## src/rtl/pio_pkg.sv

```systemverilog
package pio_pkg;
  // opcode values decoded by the sequencer
  localparam logic [7:0] OP_BRG_RD  = 8'h12;
  localparam logic [7:0] OP_BRG_WR  = 8'h13;
  localparam logic [7:0] OP_DEV_RD  = 8'h14;
  localparam logic [7:0] OP_DEV_WR  = 8'h18;
  localparam logic [7:0] OP_DEV_WRD = 8'h1C;

  // register offsets
  localparam int REG_CTRL   = 0;
  localparam int REG_LEN    = 1;
  localparam int REG_TADDR  = 2;
  localparam int REG_STAT   = 3;
  localparam int REG_DBASE  = 4;

  // control / status bit positions
  localparam int CTRL_GO    = 8;
  localparam int CTRL_IE    = 9;
  localparam int ST_DONE    = 0;
  localparam int ST_BUSY    = 1;
  localparam int ST_OPERR   = 2;
  localparam int ST_LOCKERR = 3;

  typedef enum logic [1:0] {S_IDLE, S_WR, S_RD, S_FIN} seq_state_e;
endpackage

```

## src/rtl/pio_opdec.sv

```systemverilog
module pio_opdec
  import pio_pkg::*;
(
  input  logic [7:0] opcode,
  output logic       valid,
  output logic       do_wr,
  output logic       do_rd,
  output logic       bridge
);
  always_comb begin
    valid  = 1'b1;
    do_wr  = 1'b0;
    do_rd  = 1'b0;
    bridge = 1'b0;
    case (opcode)
      OP_BRG_RD:  begin do_rd = 1'b1; bridge = 1'b1; end
      OP_BRG_WR:  begin do_wr = 1'b1; bridge = 1'b1; end
      OP_DEV_RD:  do_rd = 1'b1;
      OP_DEV_WR:  do_wr = 1'b1;
      OP_DEV_WRD: begin do_wr = 1'b1; do_rd = 1'b1; end
      default:    valid = 1'b0;
    endcase
  end
endmodule

```

## src/rtl/pio_dbank.sv

```systemverilog
module pio_dbank #(
  parameter int N_WORDS = 4,
  parameter int DW      = 32,
  localparam int IW     = (N_WORDS > 1) ? $clog2(N_WORDS) : 1
) (
  input  logic                   clk,
  input  logic                   rst_n,
  input  logic                   sw_we,
  input  logic [IW-1:0]          sw_idx,
  input  logic [DW-1:0]          sw_wdata,
  input  logic                   hw_we,
  input  logic [IW-1:0]          hw_idx,
  input  logic [DW-1:0]          hw_wdata,
  output logic [N_WORDS-1:0][DW-1:0] words
);
  for (genvar i = 0; i < N_WORDS; i++) begin : g_word
    logic [DW-1:0] word_q, word_n;
    logic          sw_hit, hw_hit;

    assign sw_hit = sw_we && (sw_idx == IW'(i));
    assign hw_hit = hw_we && (hw_idx == IW'(i));

    always_comb begin
      word_n = word_q;
      if (hw_hit)      word_n = hw_wdata;
      else if (sw_hit) word_n = sw_wdata;
    end

    always_ff @(posedge clk or negedge rst_n) begin
      if (!rst_n) word_q <= '0;
      else if (sw_hit || hw_hit) word_q <= word_n;
    end

    assign words[i] = word_q;
  end

  // software and bus never load the bank in the same cycle (sw only when idle)
  p_one_writer_r9: assert property (@(posedge clk) disable iff (!rst_n)
    !(sw_we && hw_we));
endmodule

```

## src/rtl/pio_seq.sv

```systemverilog
module pio_seq
  import pio_pkg::*;
#(
  parameter int N_WORDS = 4,
  localparam int IW     = (N_WORDS > 1) ? $clog2(N_WORDS) : 1,
  localparam int BW     = $clog2(N_WORDS + 1)
) (
  input  logic          clk,
  input  logic          rst_n,
  input  logic          start,
  input  logic          valid,
  input  logic          do_wr,
  input  logic          do_rd,
  input  logic [BW-1:0] wbeats,
  input  logic [BW-1:0] rbeats,
  input  logic          bus_ack,
  output logic          busy,
  output logic          in_wr,
  output logic          req,
  output logic [IW-1:0] idx,
  output logic          rd_stb,
  output logic          finish
);
  seq_state_e    state_q, state_n;
  logic [IW-1:0] idx_q, idx_n;
  logic          last_wr, last_rd;

  assign last_wr = (BW'(idx_q) + BW'(1)) == wbeats;
  assign last_rd = (BW'(idx_q) + BW'(1)) == rbeats;

  always_comb begin
    state_n = state_q;
    idx_n   = idx_q;
    case (state_q)
      S_IDLE: if (start) begin
        idx_n = '0;
        if (!valid)                       state_n = S_FIN;
        else if (do_wr && wbeats != '0)   state_n = S_WR;
        else if (do_rd && rbeats != '0)   state_n = S_RD;
        else                              state_n = S_FIN;
      end
      S_WR: if (bus_ack) begin
        if (last_wr) begin
          idx_n   = '0;
          state_n = (do_rd && rbeats != '0) ? S_RD : S_FIN;
        end else begin
          idx_n = idx_q + IW'(1);
        end
      end
      S_RD: if (bus_ack) begin
        if (last_rd) begin
          idx_n   = '0;
          state_n = S_FIN;
        end else begin
          idx_n = idx_q + IW'(1);
        end
      end
      default: state_n = S_IDLE;
    endcase
  end

  always_ff @(posedge clk or negedge rst_n) begin
    if (!rst_n) begin
      state_q <= S_IDLE;
      idx_q   <= '0;
    end else begin
      state_q <= state_n;
      idx_q   <= idx_n;
    end
  end

  assign busy   = state_q != S_IDLE;
  assign in_wr  = state_q == S_WR;
  assign req    = (state_q == S_WR) || (state_q == S_RD);
  assign idx    = idx_q;
  assign rd_stb = (state_q == S_RD) && bus_ack;
  assign finish = state_q == S_FIN;

  // a pending request is not withdrawn before it is acknowledged
  p_req_hold_r11: assert property (@(posedge clk) disable iff (!rst_n)
    req && !bus_ack |=> req);
  // the write phase is never entered straight from the read phase
  p_wr_before_rd_r6: assert property (@(posedge clk) disable iff (!rst_n)
    state_q == S_RD |=> state_q != S_WR);
endmodule

```

## src/rtl/pio_seq_top.sv

```systemverilog
module pio_seq_top
  import pio_pkg::*;
#(
  parameter int N_WORDS = 4,
  parameter int AW      = 4,
  parameter int DW      = 32,
  parameter int TW      = 16,
  localparam int IW     = (N_WORDS > 1) ? $clog2(N_WORDS) : 1,
  localparam int BW     = $clog2(N_WORDS + 1)
) (
  input  logic          clk,
  input  logic          rst_n,
  input  logic          reg_we,
  input  logic [AW-1:0] reg_addr,
  input  logic [DW-1:0] reg_wdata,
  input  logic [AW-1:0] reg_raddr,
  output logic [DW-1:0] reg_rdata,
  output logic          bus_req,
  output logic          bus_write,
  output logic          bus_bridge,
  output logic [TW-1:0] bus_addr,
  output logic [DW-1:0] bus_wdata,
  input  logic          bus_ack,
  input  logic [DW-1:0] bus_rdata,
  output logic          irq
);
  // reset: asserted asynchronously, released on the clock
  logic [1:0] rst_sync_q;
  logic       rst_ns;
  always_ff @(posedge clk or negedge rst_n) begin
    if (!rst_n) rst_sync_q <= 2'b00;
    else        rst_sync_q <= {rst_sync_q[0], 1'b1};
  end
  assign rst_ns = rst_sync_q[1];

  // programming registers
  logic [7:0]    opcode_q, opcode_n;
  logic          ie_q, ie_n;
  logic          go_q, go_n;
  logic [15:0]   len_q, len_n;
  logic [TW-1:0] taddr_q, taddr_n;
  logic          done_q, done_n, operr_q, operr_n, lockerr_q, lockerr_n;

  logic          busy, seq_busy, in_wr, seq_req, rd_stb, finish;
  logic [IW-1:0] idx;
  logic          op_valid, do_wr, do_rd, op_bridge;
  logic [BW-1:0] wbeats, rbeats;
  logic [N_WORDS-1:0][DW-1:0] words;

  logic          hit_ctrl, hit_len, hit_taddr, hit_stat, hit_data;
  logic [AW-1:0] doff;

  assign busy      = go_q || seq_busy;
  assign hit_ctrl  = reg_addr == AW'(REG_CTRL);
  assign hit_len   = reg_addr == AW'(REG_LEN);
  assign hit_taddr = reg_addr == AW'(REG_TADDR);
  assign hit_stat  = reg_addr == AW'(REG_STAT);
  assign doff      = reg_addr - AW'(REG_DBASE);
  assign hit_data  = (reg_addr >= AW'(REG_DBASE)) && (doff < AW'(N_WORDS));

  function automatic logic [BW-1:0] to_beats(input logic [7:0] nbytes);
    logic [8:0] w;
    w = ({1'b0, nbytes} + 9'd3) >> 2;
    if (w > 9'(N_WORDS)) return BW'(N_WORDS);
    return BW'(w);
  endfunction

  pio_opdec u_dec (
    .opcode (opcode_q),
    .valid  (op_valid),
    .do_wr  (do_wr),
    .do_rd  (do_rd),
    .bridge (op_bridge)
  );

  assign wbeats = to_beats((do_wr && do_rd) ? len_q[15:8] : len_q[7:0]);
  assign rbeats = to_beats(len_q[7:0]);

  pio_seq #(.N_WORDS(N_WORDS)) u_seq (
    .clk     (clk),
    .rst_n   (rst_ns),
    .start   (go_q),
    .valid   (op_valid),
    .do_wr   (do_wr),
    .do_rd   (do_rd),
    .wbeats  (wbeats),
    .rbeats  (rbeats),
    .bus_ack (bus_ack),
    .busy    (seq_busy),
    .in_wr   (in_wr),
    .req     (seq_req),
    .idx     (idx),
    .rd_stb  (rd_stb),
    .finish  (finish)
  );

  pio_dbank #(.N_WORDS(N_WORDS), .DW(DW)) u_bank (
    .clk      (clk),
    .rst_n    (rst_ns),
    .sw_we    (reg_we && hit_data && !busy),
    .sw_idx   (doff[IW-1:0]),
    .sw_wdata (reg_wdata),
    .hw_we    (rd_stb),
    .hw_idx   (idx),
    .hw_wdata (bus_rdata),
    .words    (words)
  );

  // next-state for control and status
  always_comb begin
    opcode_n  = opcode_q;
    ie_n      = ie_q;
    len_n     = len_q;
    taddr_n   = taddr_q;
    go_n      = 1'b0;
    done_n    = done_q;
    operr_n   = operr_q;
    lockerr_n = lockerr_q;

    if (reg_we && hit_stat) begin
      if (reg_wdata[ST_DONE])    done_n    = 1'b0;
      if (reg_wdata[ST_OPERR])   operr_n   = 1'b0;
      if (reg_wdata[ST_LOCKERR]) lockerr_n = 1'b0;
    end

    if (reg_we && (hit_ctrl || hit_len || hit_taddr || hit_data)) begin
      if (busy) begin
        lockerr_n = 1'b1;
      end else if (hit_ctrl) begin
        opcode_n = reg_wdata[7:0];
        ie_n     = reg_wdata[CTRL_IE];
        go_n     = reg_wdata[CTRL_GO];
        if (reg_wdata[CTRL_GO]) begin
          done_n  = 1'b0;
          operr_n = 1'b0;
        end
      end else if (hit_len) begin
        len_n = reg_wdata[15:0];
      end else if (hit_taddr) begin
        taddr_n = reg_wdata[TW-1:0];
      end
    end

    if (finish) begin
      done_n = 1'b1;
      if (!op_valid) operr_n = 1'b1;
    end
  end

  always_ff @(posedge clk or negedge rst_ns) begin
    if (!rst_ns) begin
      opcode_q  <= '0;
      ie_q      <= 1'b0;
      go_q      <= 1'b0;
      len_q     <= '0;
      taddr_q   <= '0;
      done_q    <= 1'b0;
      operr_q   <= 1'b0;
      lockerr_q <= 1'b0;
    end else begin
      opcode_q  <= opcode_n;
      ie_q      <= ie_n;
      go_q      <= go_n;
      len_q     <= len_n;
      taddr_q   <= taddr_n;
      done_q    <= done_n;
      operr_q   <= operr_n;
      lockerr_q <= lockerr_n;
    end
  end

  // bus side
  assign bus_req    = seq_req;
  assign bus_write  = in_wr;
  assign bus_bridge = op_bridge;
  assign bus_addr   = op_bridge ? {{(TW-8){1'b0}}, taddr_q[7:0]} : taddr_q;
  assign bus_wdata  = words[idx];
  assign irq        = done_q && ie_q;

  // register read
  always_comb begin
    reg_rdata = '0;
    if (reg_raddr == AW'(REG_CTRL))
      reg_rdata = DW'({ie_q, go_q, opcode_q});
    else if (reg_raddr == AW'(REG_LEN))
      reg_rdata = DW'(len_q);
    else if (reg_raddr == AW'(REG_TADDR))
      reg_rdata = DW'(taddr_q);
    else if (reg_raddr == AW'(REG_STAT))
      reg_rdata = DW'({lockerr_q, operr_q, busy, done_q});
    else if (reg_raddr >= AW'(REG_DBASE) &&
             (reg_raddr - AW'(REG_DBASE)) < AW'(N_WORDS))
      reg_rdata = words[IW'(reg_raddr - AW'(REG_DBASE))];
  end

  // requests happen only inside an operation
  p_req_in_busy_r1: assert property (@(posedge clk) disable iff (!rst_ns)
    bus_req |-> busy);
  // beat contents hold until acknowledged
  p_beat_stable_r11: assert property (@(posedge clk) disable iff (!rst_ns)
    bus_req && !bus_ack |=> $stable(bus_addr) && $stable(bus_wdata) && $stable(bus_write));
  // bridge targets stay inside the 8-bit space
  p_bridge_space_r3: assert property (@(posedge clk) disable iff (!rst_ns)
    bus_req && bus_bridge |-> bus_addr[TW-1:8] == '0);
  // target address cannot move during an operation
  p_taddr_locked_r9: assert property (@(posedge clk) disable iff (!rst_ns)
    busy |=> $stable(taddr_q));
  // done appears together with the end of busy
  p_done_idle_r7: assert property (@(posedge clk) disable iff (!rst_ns)
    $rose(done_q) |-> !busy);
  // an undecodable opcode never reaches the bus
  p_badop_quiet_r10: assert property (@(posedge clk) disable iff (!rst_ns)
    bus_req |-> op_valid);
endmodule

```

## config.mk

```make
export PLATFORM = sky130hd
export DESIGN_NAME = pio_seq_top
export DESIGN_NICKNAME = d
export VERILOG_FILES = /design/src/rtl/pio_pkg.sv /design/src/rtl/pio_opdec.sv /design/src/rtl/pio_dbank.sv /design/src/rtl/pio_seq.sv /design/src/rtl/pio_seq_top.sv
export SDC_FILE = /design/constraint.sdc
export NUM_CORES = 1
export LEC_CHECK = 0
export ABC_AREA = 1
export BUFFER_PORTS_ARGS = -buffer_cell sky130_fd_sc_hd__buf_2
export CAP_MARGIN = 10
export CORE_ASPECT_RATIO = 1.75
export CORE_MARGIN = 1.5
export CORE_UTILIZATION = 50
export CTS_CLUSTER_DIAMETER = 40
export DETAILED_ROUTE_END_ITERATION = 16
export HOLD_SLACK_MARGIN = 0.03
export PLACE_DENSITY = 0.72
export SYNTH_ARGS = -nofsm -noshare
export SYNTH_HDL_FRONTEND = slang
export SYNTH_SLANG_ARGS = --single-unit
```

## constraint.sdc

```tcl
create_clock -name clk -period 6.5 [get_ports clk]
set_input_delay 1.3 -clock clk [delete_from_list [all_inputs] [get_ports clk]]
set_output_delay 1.3 -clock clk [all_outputs]
set_load 0.1 [all_outputs]
```

# Word-level counts from Yosys, hierarchy flattened

Cells that the tools add are included.

Register bits after elaboration: 179
Latch bits: 0
Memory bits (writable): 0
Bits in read-only memories: 0
Bits of input ports: 76
Output and inout port bits: 84
Logic and storage cells: 180
Memories kept: 0

Add/sub/neg operators: 6
Multiply operators: 0
Divide/modulo/power cells: 0
$lt $le $gt $ge: 8
Equality and inequality tests: 27
Shift operators: 0
Mux-type cells: 66
Bitwise operators: 3
Reductions and logical operators: 55

Operators by type and width:

| kind                                                                                 | count |
|---|---|
| 32-bit 2-to-1 mux                                                                    | 15 |
| 32-bit binary-select mux with 2-bit select                                           | 2 |
| 8-bit by 5-bit equality test with 1-bit output (second input constant)               | 5 |
| 1-bit 2-to-1 mux                                                                     | 29 |
| 2-bit 2-to-1 mux                                                                     | 12 |
| 1-bit logical AND                                                                    | 19 |
| 8-bit by 2-bit adder with 9-bit output (second input constant)                       | 2 |
| 4-bit by 2-bit equality test with 1-bit output (second input constant)               | 4 |
| 16-bit 2-to-1 mux                                                                    | 1 |
| 7-bit by 3-bit greater-than comparator with 1-bit output (second input constant)     | 2 |
| 2-bit equality test (second input constant)                                          | 6 |
| 3-bit 2-to-1 mux                                                                     | 4 |
| 2-bit case mux with 3 select lines                                                   | 2 |
| 5-bit AND reduction                                                                  | 2 |
| 2-bit nonzero test                                                                   | 5 |
| 1-bit logical OR                                                                     | 9 |
| 3-bit nonzero test                                                                   | 3 |
| 4-bit by 1-bit equality test with 1-bit output (second input constant)               | 2 |
| 4-bit by 3-bit greater-or-equal comparator with 1-bit output (second input constant) | 2 |
| 4-bit logical NOT                                                                    | 2 |
| 4-bit by 3-bit less-than comparator with 1-bit output (second input constant)        | 2 |
| 8-bit 2-to-1 mux                                                                     | 1 |
| 2-bit AND reduction                                                                  | 4 |
| 4-bit AND reduction                                                                  | 2 |
| other kinds (15)                                                                     | 28 |

# Depth between registers and ports, before layout

Depth in word-level cells: 15
Mapped depth: 18
Mapped depth without buffers: 18

# Modules after synthesis

A second synthesis with hierarchy kept.

Cell total of the unflattened synthesis: 1695
Area total of the unflattened synthesis: 11496.0 um^2

By module, submodules not included:

| module      | times used | cells each | area an instance (um^2) | sequential area each (um^2) |
|---|---|---|---|---|
| pio_dbank   | 1          | 909        | 6755.2                  | 3203.1 |
| pio_seq_top | 1          | 688        | 4191.5                  | 1176.1 |
| pio_seq     | 1          | 76         | 456.7                   | 100.1 |
| pio_opdec   | 1          | 22         | 92.6                    | 0.0 |

# Least setup slack after synthesis

Ideal clock, no wire load.

Path kind: input to output
Start point: input port reg_raddr[0]
End point: output port reg_rdata[10]
Data arrival time: 4184 ps
Data required time: 5200 ps
Path slack: 1016 ps
Cell stages on the path: 6
Buffers on the path: 0
Path through: inv_1 > nor2_1 > inv_1 > nor2_1 > inv_1 > o21ai_0

Word-level cells in the longest chain between the ends: 8
Elaborated cells on any way between the ends: 15
Those cells by class: 1 x add/sub; 2 x order compare; 3 x eq/ne; 7 x mux; 2 x reduce/logical

Ends and longest elaborated chain:

| item                                                                                                                       | RTL line                               | source |
|---|---|---|
| from (decl)                                                                                                                | pio_seq_top.sv:16                      | `input logic [AW-1:0] reg_raddr,` |
| 4-bit by 3-bit subtractor with 4-bit output                                                                                | pio_seq_top.sv:193                     | `reg_rdata = words[IW'(reg_raddr - AW'(REG_DBASE))];` |
| 4-bit by 3-bit less-than comparator with 1-bit output / 32-bit binary-select mux with 2-bit select (equally long branches) | pio_seq_top.sv:192, pio_seq_top.sv:193 |  |
| 1-bit logical AND / 32-bit 2-to-1 mux (equally long branches)                                                              | pio_seq_top.sv:191, pio_seq_top.sv:193 |  |
| 32-bit 2-to-1 mux                                                                                                          | pio_seq_top.sv:191                     | `else if (reg_raddr >= AW'(REG_DBASE) &&` |
| 32-bit 2-to-1 mux                                                                                                          | pio_seq_top.sv:189                     | `else if (reg_raddr == AW'(REG_STAT))` |
| 32-bit 2-to-1 mux                                                                                                          | pio_seq_top.sv:187                     | `else if (reg_raddr == AW'(REG_TADDR))` |
| 32-bit 2-to-1 mux                                                                                                          | pio_seq_top.sv:185                     | `else if (reg_raddr == AW'(REG_LEN))` |
| 32-bit 2-to-1 mux (*)                                                                                                      | pio_seq_top.sv:183                     | `if (reg_raddr == AW'(REG_CTRL))` |
| to (decl)                                                                                                                  | pio_seq_top.sv:17                      | `output logic [DW-1:0] reg_rdata,` |

Every way passes the cells marked *; elsewhere a longest branch is shown, timed or not. The select of a mux whose other input is x is not followed.

# Worst setup path after layout

Start point: input port reg_raddr[0]
End point: output port reg_rdata[3]

Same word-level chain as after synthesis.

==> run summary <==
crit end category - output pin
Wirelength per Cell - 18.4 um
layout cells sized above 1 - 15.6%
crit share post-route - 76.8%
NetSw - 3850 uW
synth warn - 0
CP required - 5.20 ns
Distinct cells, synth - 38
Seq/Total Area, Yosys - 42.1%
Die X - 113 um
critical path arrival - 3.69 ns
Min-Delay Path Class - reg2reg
Clock Power Share - 15.4%
Fin Setup TNS - 0 ns
Least-Margin Pin Slew - 1.11 ns
die area - 22200 um^2
Mapped Cells - 1495
crit path max fanout - 30
post-cts sizing count - 0
GPL Wtd Cong - 0.897
number of setup buffers added after CTS - 0
starting DRC count in detailed routing - 977
post-layout minimum cycle time - 4.99 ns
Slew Viols, Final - 0
Root Driver - clkbuf_16
Comb pwr share - 55.8%
synthesized area per cell - 7.12 um^2
FFs w/ async S/R, synth - 100%
Hold Buf Count CTS - 0
first-pass GRT wire length - 54500 um
via/cell ratio - 5.85
Max clock buf depth - 2
most common cell in the netlist - nand2_1
total CTS buffers - 17
Main synth FF type - dfrtp_1
slew margin rel. - 26.1%
Total Wirelength - 34200 um
number of synthesized register bits - 179
DRT antenna net count - 0
Worst path max stage delay - 0.55 ns
Sink Count - 179
Die Span Y - 196 um
Crit path buffers/inverters - 6
Starting Density - 50.8%
Rows - 70
fillcell total - 2009
CP Cell Sequence - buf_2, inv_1, nor2_2, buf_4, inv_1, nor2_1, inv_1, o2111ai_1, buf_2
r2r endpoint - u_seq.state_q[0]
Max Cap Viol - 0
Seq pwr share - 28.8%
largest net degree at the start of global routing - 178
Hold Path Stages - 0
WS Path Type - in2out
Switching Share - 56.2%
f_max - 0.200 GHz
Clk Latency, worst-skew pair - 0.44 ns
cell area power density - 564 nW/um^2
run status - finished clean
Mapped Area - 10600 um^2
port buffer count - 159
Post-synth EDFFs - 0
internal reg-to-reg setup slack - 3.75 ns
DP HPWL - 22500 um
Finish-stage setup viols - 0
post-synth top area cell - dfrtp_1
startpoint types - input pin
DRC - 0
number of global-route vias before repair - 10400
# IOs - 160
GRT Resource Usage Total - 31.5%
Crit Reg-Reg Startpoint - u_seq.idx[1]
Diodes inserted - 0
Final Hold Viols - 0
H-tree levels - 4
drt pass-1 iters - 6
final core occ - 58.0%
synth cell count leaders - nand2_1 (281), o21ai_0 (240), nor2_1 (221), dfrtp_1 (179), inv_1 (133)
RSZ-0062 raised after global routing - false
critical hold path startpoint - rst_sync_q[0]
Worst Setup SP - reg_raddr[0]
area growth from synthesis to layout - 14.1%
initial antenna violation count - 1
Finished Layout Cells - 1856
CP dominant cell by count - inv_1
Mapped Nets - 1580
slowest CP cell - nor2_1
Internal - 3000 uW
Worst VDD drop - 0.455 mV
CP top delay family - buffers and inverters
Leak Pwr - 0.00590 uW
top-area cell type share of the netlist area - 42.1%
clock skew - 0.00691 ns
Final nets - 1676
CTS clk-pin slew, worst paths - 0.06 ns
R2R cell count - 9
via count - 10900
Placed Cells - 1824
Hold EP - rst_sync_q[1]
TritonCTS clock tree - built
Synth area leaders - dfrtp_1 (42%), o21ai_0 (11%), nand2_1 (9.9%), nor2_1 (7.8%), a21oi_1 (6.1%)
Core ar. - 20900 um^2
GR Overflow Total - 0
==> state kept, by name (all words and copies together), names as in the netlist <==
signal / flops
ie_q: 1
rst_sync_q: 2
done_q: 1
len_q: 16
operr_q: 1
u_bank.g_word.word_q: 128
taddr_q: 16
go_q: 1
u_seq.state_q: 2
u_seq.idx: 2
lockerr_q: 1
opcode_q: 8
==> cells in the final DEF (no fill, tap or decap), types with 17 or more instances in the layout <==
| cell type | instances |
|---|---|
| o211ai_1 | 25 |
| a21oi_1 | 130 |
| o22ai_1 | 51 |
| inv_1 | 133 |
| o21ai_0 | 240 |
| buf_4 | 19 |
| clkbuf_16 | 17 |
| dfrtp_1 | 177 |
| buf_2 | 159 |
| nand3_1 | 23 |
| nand2_1 | 277 |
| nor2_1 | 219 |
==> layout make-up <==
| class | count | area (um^2) | area share (%) |
|---|---|---|---|
| multi-input combinational | 1073 | 5250 | 43.3 |
| inverter | 141 | 529 | 4.36 |
| tap | 252 | 315 | 2.60 |
| sequential | 179 | 4480 | 36.9 |
| clock buffer | 23 | 498 | 4.10 |
| clock inverter | 9 | 101 | 0.835 |
| timing repair buffer | 179 | 958 | 7.89 |
==> how the worst max path moves through the flow <==
stage,end,slack [ns],depth (start not counted)
2_1_floorplan,reg_rdata[10],1.02,6
3_3_place_gp,reg_rdata[3],1.58,9
3_5_place_dp,reg_rdata[3],1.55,9
4_1_cts,reg_rdata[3],1.54,9
5_1_grt,reg_rdata[3],1.32,9
6_report,reg_rdata[3],1.51,9
==> power by group through the flow <==
| stage | Clock (uW) | Sequential, uW | Combinational [uW] |
|---|---|---|---|
| after floorplan | 0 | 1870 | 3140 |
| after global placement | 0 | 1960 | 3770 |
| after detailed placement | 0 | 1980 | 3810 |
| after CTS | 1060 | 1960 | 3820 |
| after global routing | 1100 | 2020 | 4080 |
| final | 1050 | 1970 | 3820 |
==> cells by family (layout without fill, tap and decap cells) <==
group,after synthesis,after routing,synth area share (%)
AO/OA/AOI/OAI,494,494,26.1
XOR/XNOR,4,4,0.329
AND/OR/NAND/NOR,565,565,21.5
other,1,1,0.0352
buffers and inverters,243,352,8.88
adder cells (fa/ha/maj),9,9,1.06
flip-flops,179,179,42.1
==> stage by stage <==
stage          cell area, um^2  total power, uW  setup WS [ns]  hold slack, ns
6_report                 12100             6850           1.51           0.355
5_1_grt                  12100             7200           1.32           0.361
4_1_cts                  12100             6850           1.54           0.361
3_5_place_dp             11500             5790           1.55           0.346
3_3_place_gp             11500             5730           1.58           0.337
2_1_floorplan            10600             5020           1.02           0.331
==> layer usage <==
metal | wire [um] | GRT usage [%] | vias to the layer above
li1 | - | - | 5187
met1 | 12800 | 37.5 | 5087
met2 | 17500 | 54.8 | 481
met3 | 2290 | 4.51 | 93
met4 | 1560 | 16.2 | 2
met5 | 13 | 0 | -
(Power assumes the default switching activity.)
